--- src/rtl/rtc_pkg.sv ---
package rtc_pkg;
  localparam int unsigned DATA_W = 32;
  localparam int unsigned ADDR_W = 4;

  localparam int unsigned CTRL_EN_BIT   = 7;
  localparam int unsigned CTRL_PER_BIT  = 6;
  localparam int unsigned CTRL_FAST_BIT = 3;

  typedef enum logic [1:0] {
    SEL_LOAD  = 2'd0,
    SEL_COUNT = 2'd1,
    SEL_CTRL  = 2'd2,
    SEL_ACK   = 2'd3
  } reg_sel_e;

  typedef struct packed {
    logic en;
    logic periodic;
    logic fast;
  } ctrl_t;
endpackage

--- src/rtl/timer_regs.sv ---
module timer_regs
  import rtc_pkg::*;
#(
  parameter int unsigned CNT_W = 16
) (
  input  logic              clk_i,
  input  logic              rst_ni,
  input  logic              we_i,
  input  logic [ADDR_W-1:0] addr_i,
  input  logic [DATA_W-1:0] wdata_i,
  input  logic [CNT_W-1:0]  cnt_i,
  output logic [DATA_W-1:0] rdata_o,
  output logic [CNT_W-1:0]  load_o,
  output ctrl_t             ctrl_o,
  output logic              arm_o,
  output logic              ack_o
);
  reg_sel_e          sel;
  logic [CNT_W-1:0]  load_q;
  ctrl_t             ctrl_q;
  logic              wr_load, wr_ctrl;

  assign sel     = reg_sel_e'(addr_i[3:2]);
  assign wr_load = we_i && (sel == SEL_LOAD);
  assign wr_ctrl = we_i && (sel == SEL_CTRL);
  assign ack_o   = we_i && (sel == SEL_ACK);
  // enable edge: only when the channel is currently idle
  assign arm_o   = wr_ctrl && wdata_i[CTRL_EN_BIT] && !ctrl_q.en;

  always_ff @(posedge clk_i or negedge rst_ni) begin
    if (!rst_ni) begin
      load_q <= '0;
    end else if (wr_load) begin
      load_q <= wdata_i[CNT_W-1:0];
    end
  end

  always_ff @(posedge clk_i or negedge rst_ni) begin
    if (!rst_ni) begin
      ctrl_q <= '0;
    end else if (wr_ctrl) begin
      ctrl_q.en       <= wdata_i[CTRL_EN_BIT];
      ctrl_q.periodic <= wdata_i[CTRL_PER_BIT];
      ctrl_q.fast     <= wdata_i[CTRL_FAST_BIT];
    end
  end

  always_comb begin
    rdata_o = '0;
    unique case (sel)
      SEL_LOAD:  rdata_o[CNT_W-1:0] = load_q;
      SEL_COUNT: rdata_o[CNT_W-1:0] = cnt_i;
      SEL_CTRL: begin
        rdata_o[CTRL_EN_BIT]   = ctrl_q.en;
        rdata_o[CTRL_PER_BIT]  = ctrl_q.periodic;
        rdata_o[CTRL_FAST_BIT] = ctrl_q.fast;
      end
      default:   rdata_o = '0;
    endcase
  end

  assign load_o = load_q;
  assign ctrl_o = ctrl_q;
endmodule

--- src/rtl/timer_tick_sel.sv ---
module timer_tick_sel
  import rtc_pkg::*;
(
  input  ctrl_t ctrl_i,
  input  logic  tick_fast_i,
  input  logic  tick_slow_i,
  output logic  tick_o
);
  logic raw;
  assign raw    = ctrl_i.fast ? tick_fast_i : tick_slow_i;
  assign tick_o = ctrl_i.en && raw;
endmodule

--- src/rtl/timer_core.sv ---
module timer_core #(
  parameter int unsigned CNT_W = 16
) (
  input  logic             clk_i,
  input  logic             rst_ni,
  input  logic             arm_i,
  input  logic             tick_i,
  input  logic             periodic_i,
  input  logic [CNT_W-1:0] load_i,
  output logic [CNT_W-1:0] cnt_o,
  output logic             uf_o
);
  logic [CNT_W-1:0] cnt_q;
  logic             at_zero;

  assign at_zero = (cnt_q == '0);
  assign uf_o    = tick_i && at_zero;

  always_ff @(posedge clk_i or negedge rst_ni) begin
    if (!rst_ni) begin
      cnt_q <= '0;
    end else if (arm_i) begin
      cnt_q <= load_i;
    end else if (tick_i) begin
      if (at_zero) cnt_q <= periodic_i ? load_i : '1;
      else         cnt_q <= cnt_q - 1'b1;
    end
  end

  assign cnt_o = cnt_q;
endmodule

--- src/rtl/timer_irq.sv ---
module timer_irq (
  input  logic clk_i,
  input  logic rst_ni,
  input  logic uf_i,
  input  logic ack_i,
  output logic irq_o
);
  logic irq_q;

  // a new underflow wins over a same-cycle acknowledge
  always_ff @(posedge clk_i or negedge rst_ni) begin
    if (!rst_ni)    irq_q <= 1'b0;
    else if (uf_i)  irq_q <= 1'b1;
    else if (ack_i) irq_q <= 1'b0;
  end

  assign irq_o = irq_q;
endmodule

--- src/rtl/reload_timer_ch.sv ---
module reload_timer_ch
  import rtc_pkg::*;
#(
  parameter int unsigned CNT_W = 16
) (
  input  logic        clk_i,
  input  logic        rst_ni,
  input  logic        we_i,
  input  logic [3:0]  addr_i,
  input  logic [31:0] wdata_i,
  output logic [31:0] rdata_o,
  input  logic        tick_fast_i,
  input  logic        tick_slow_i,
  output logic        irq_o
);
  logic [CNT_W-1:0] cnt_q;
  logic [CNT_W-1:0] load_q;
  ctrl_t            ctrl_q;
  logic             arm, ack, tick, uf;
  logic             en, periodic;

  assign en       = ctrl_q.en;
  assign periodic = ctrl_q.periodic;

  timer_regs #(.CNT_W(CNT_W)) u_regs (
    .clk_i   (clk_i),
    .rst_ni  (rst_ni),
    .we_i    (we_i),
    .addr_i  (addr_i),
    .wdata_i (wdata_i),
    .cnt_i   (cnt_q),
    .rdata_o (rdata_o),
    .load_o  (load_q),
    .ctrl_o  (ctrl_q),
    .arm_o   (arm),
    .ack_o   (ack)
  );

  timer_tick_sel u_tick (
    .ctrl_i      (ctrl_q),
    .tick_fast_i (tick_fast_i),
    .tick_slow_i (tick_slow_i),
    .tick_o      (tick)
  );

  timer_core #(.CNT_W(CNT_W)) u_core (
    .clk_i      (clk_i),
    .rst_ni     (rst_ni),
    .arm_i      (arm),
    .tick_i     (tick),
    .periodic_i (periodic),
    .load_i     (load_q),
    .cnt_o      (cnt_q),
    .uf_o       (uf)
  );

  timer_irq u_irq (
    .clk_i  (clk_i),
    .rst_ni (rst_ni),
    .uf_i   (uf),
    .ack_i  (ack),
    .irq_o  (irq_o)
  );
endmodule

--- config.mk ---
export PLATFORM = sky130hd
export DESIGN_NAME = reload_timer_ch
export DESIGN_NICKNAME = d
export VERILOG_FILES = /design/src/rtl/rtc_pkg.sv /design/src/rtl/timer_regs.sv /design/src/rtl/timer_tick_sel.sv /design/src/rtl/timer_core.sv /design/src/rtl/timer_irq.sv /design/src/rtl/reload_timer_ch.sv
export SDC_FILE = /design/constraint.sdc
export NUM_CORES = 1
export LEC_CHECK = 0
export ABC_AREA = 1
export ABC_CLOCK_PERIOD_IN_PS = 2340
export BUFFER_PORTS_ARGS = -buffer_cell sky130_fd_sc_hd__buf_2
export CORE_UTILIZATION = 52
export CTS_CLUSTER_DIAMETER = 150
export DETAILED_ROUTE_END_ITERATION = 7
export GPL_TIMING_DRIVEN = 1
export PLACE_DENSITY = 0.83
export SLEW_MARGIN = 20
export SYNTH_ARGS = -nofsm -noshare
export SYNTH_HDL_FRONTEND = slang
export SYNTH_SLANG_ARGS = --single-unit
--- constraint.sdc ---
create_clock -name clk_i -period 2.34 [get_ports clk_i]
set_clock_uncertainty 0.15 [all_clocks]
set_input_delay 0.117 -clock clk_i [delete_from_list [all_inputs] [get_ports clk_i]]
set_output_delay 0.117 -clock clk_i [all_outputs]
set_load 0.02 [all_outputs]
==> key figures <==
Global route
  • Vias in the first global route: roughly 2200
  • Pin count of the biggest net entering global routing: 37
  • First-pass GRT wire length: 10000 µm
  • Aggregate global routing overflow: 0
  • Initial antenna violation count: 0
  • Overall Global Routing Usage: 25.5%

Place
  • DP Wirelength: 3910 µm
  • Gpl congestion: 0.903
  • DP Worst Slack: between 0.3 and 0.4 ns
  • Port buffer count: 39
  • Post-placement cell area: roughly 0.0026 mm²

Critical path
  • FF-to-FF setup slack: approximately 0.34 ns
  • Crit-path slowest cell: dlygate4sd3_1
  • Most frequent CP cell: buf_2
  • WP data required: 2.07 ns
  • Crit-path max cell delay: 0.55 ns
  • CP max FO: 13
  • CP bufs+invs: 5
  • Crit path launch type: primary input
  • Cell family with most CP delay: buffers and inverters
  • Crit. End Element: output pin
  • Critical path, cell by cell: dlygate4sd3_1 -> buf_2 -> inv_2 -> nor2_1 -> inv_1 -> o21ai_0 -> buf_2
  • WP data arrival: between 1.5 and 2 ns
  • Setup CP Type: in -> out

Routing
  • Initial DRT Pass Iterations: 8
  • Final wirelength: approximately 5900 µm
  • First DRT Iteration DRCs: 173
  • ANT nets after route: 0
  • Vias per Instance: ~5.3
  • DRC: 8
  • Vias: roughly 2300
  • WL/cell: 13.2 µm

Clocking
  • H-Tree Depth: 2
  • Num CTS Buffers: 5
  • Clock Tree Buf Depth: 2
  • Root Buffer: clkbuf_8
  • Worst skew pair latency: 0.29 ns
  • CTS Sinks: 36
  • CTS clk-pin slew, worst paths: 0.07 ns
  • CTS tree: yes

Timing
  • Achievable frequency: 469 MHz
  • Least-Margin Pin Slew: 0.812 ns
  • Tcrit/Tclk final: 91.1%
  • Final hold viol count: 0
  • Fin Hold WS: about 0.044 ns
  • Final worst setup slack: 0.209 ns
  • Endpoints failing setup: 0
  • Normalized max-slew margin: 45.9%
  • Min cycle time layout: between 2 and 2.5 ns
  • Max-slew violation count: 0
  • Setup TNS: 0 ns
  • RSZ-0062 raised after global routing: false

Logic synthesis
  • Synthesized flop and latch total: 36
  • Mean Syn Cell Area: around 7.3 µm²
  • Ys async rst share: 100%
  • Synth top area cells: dfrtp_1 37%, nand2_1 9.9%, inv_1 7.6%
  • Synth unique cells: 31
  • Cell taking the most area after synthesis: dfrtp_1
  • Number of synthesized flops with an enable pin: 0
  • Post-synth top area share: 36.6%
  • Cells after Synth: 336
  • YS warnings: 0
  • Top_reg_cell synth: dfrtp_1
  • Mapped Area: 0.00246 mm²
  • Most frequent cell after synthesis: nand2_1
  • Seq/Total Area, Yosys: 36.6%
  • Commonest cells in the netlist: 65 x nand2_1, 50 x inv_1, 37 x nor2_1

Power
  • Comb power frac: between 40% and 50%
  • Net Sw Frac: about 45%
  • Internal power: 1.53 mW
  • Clock Power Share: 16.4%
  • Max VDD drop: 0.630 mV
  • Leakage: 1.52 nW
  • P per Cell Area: 972 mW/mm²
  • Psw: 1.26 mW
  • Reg power frac: 34.7%

Finish
  • ANT cells: 0
  • Post-route cell area: 0.00287 mm²
  • Final Net Count: 433
  • Share of layout cells above drive strength 1: 19.7%
  • Final Util: 64.6%
  • Fillers: 394
  • P&R area growth vs syn: 16.5%

Die
  • Core ar.: 0.00444 mm²
  • IO Pins: between 70 and 80
  • Die X-Extent: approximately 70 µm
  • Die Area: between 0.005 and 0.006 mm²
  • Initial Util: 55.4%
  • Die height: 70.8 µm
  • Std cell rows: 24

Run status
  • Violated checks: DRC
  • Status: finished with violations

Flow run
  • MaxCap Viol Count: 0

Hold path
  • Hold Crit Class: in -> reg
## worst min-delay path: cells and delay by family
kind	cells	cell delay, ns
compound gates	2	0.25
buf+inv	1	0.08
## cells by family (layout without fill, tap and decap cells)
kind of cell / after synthesis / in the layout / share of synthesized area (%)
buffers and inverters: 80 / 120 / 16.2
xor gates and xnor gates: 8 / 8 / 2.84
muxes: 1 / 1 / 0.457
adders and majority gates: 2 / 2 / 1.02
AOI/OAI and AO/OA: 50 / 50 / 12.7
other: 1 / 16 / 0.152
DFF: 36 / 36 / 36.6
and+or+nand+nor: 158 / 158 / 30.1
## final cells by class
class | count | area (µm²) | area share [%]
inverters | 54 | 210 | 7.32
flip-flops and latches | 36 | 901 | 31.4
well taps | 52 | 65.1 | 2.27
repair buffers | 58 | 383 | 13.3
clock buffers | 8 | 90.1 | 3.14
multi-input cells | 235 | 1220 | 42.5
## routing by layer
metal / wire length, µm / track usage (%)
met2: 2990 / 45.4
met1: 2500 / 31.1
met3: 259 / 4.99
met4: 112 / 8.67
met5: 0 / 0
## flip-flops by register name (all words and copies together), names as in the netlist
register / count
u_regs.ctrl_o: 3
u_regs.load_o: 16
u_core.cnt_o: 16
u_irq.irq_o: 1
## path summary, 6_finish.rpt
| path | startpoint | to | cells after the start |
|---|---|---|---|
| setup / recovery | addr_i[2] | rdata_o[14] | 7 |
| max in group asynchronous | rst_ni | u_regs.ctrl_o[1] | 2 |
| setup reg to reg | u_core.cnt_o[1] | u_core.cnt_o[4] | 11 |
| min in group asynchronous | rst_ni | u_regs.load_o[2] | 2 |
| hold reg to reg | u_regs.load_o[1] | u_regs.load_o[1] | 2 |
| hold / removal | tick_fast_i | u_irq.irq_o | 3 |
## cell usage in the layout (no fill, tap or decap), drive strengths merged
cell type / synthesis / layout
a21oi: 15 / 15
and2: 1 / 1
buf: 22 / 40
clkbuf: 4 / 8
conb: 1 / 16
dfrtp: 36 / 36
dlygate4sd3: 0 / 18
ha: 2 / 2
inv: 54 / 54
mux2: 1 / 1
nand2: 68 / 68
nand3: 43 / 43
nand4: 2 / 2
nor2: 44 / 44
o21ai: 18 / 18
o21bai: 1 / 1
o221ai: 3 / 3
o22ai: 13 / 13
xnor2: 1 / 1
xor2: 7 / 7
## power by group through the flow
stage          registers, mW  clock network, mW  logic, mW
2_1_floorplan          0.930                  0       1.10
3_3_place_gp           0.965                  0       1.29
4_1_cts                0.965              0.464       1.36
3_5_place_dp           0.976                  0       1.33
5_1_grt                0.993              0.484       1.55
6_report               0.967              0.458       1.36
## through the flow
| step | std cells | power [mW] |
|---|---|---|
| after floorplan | 351 | 2.03 |
| after global placement | 417 | 2.26 |
| after detailed placement | 417 | 2.30 |
| after CTS | 443 | 2.79 |
| after global routing | 443 | 3.02 |
| final | 443 | 2.79 |
## repair_timing
action,in CTS,in global routing
gates resized for setup,0,0
hold buffers,18,0
setup endpoints to repair,0,0
buffers inserted,0,0
hold endpoints to repair,56,0
No activity file was read; power rests on OpenSTA's default activity.
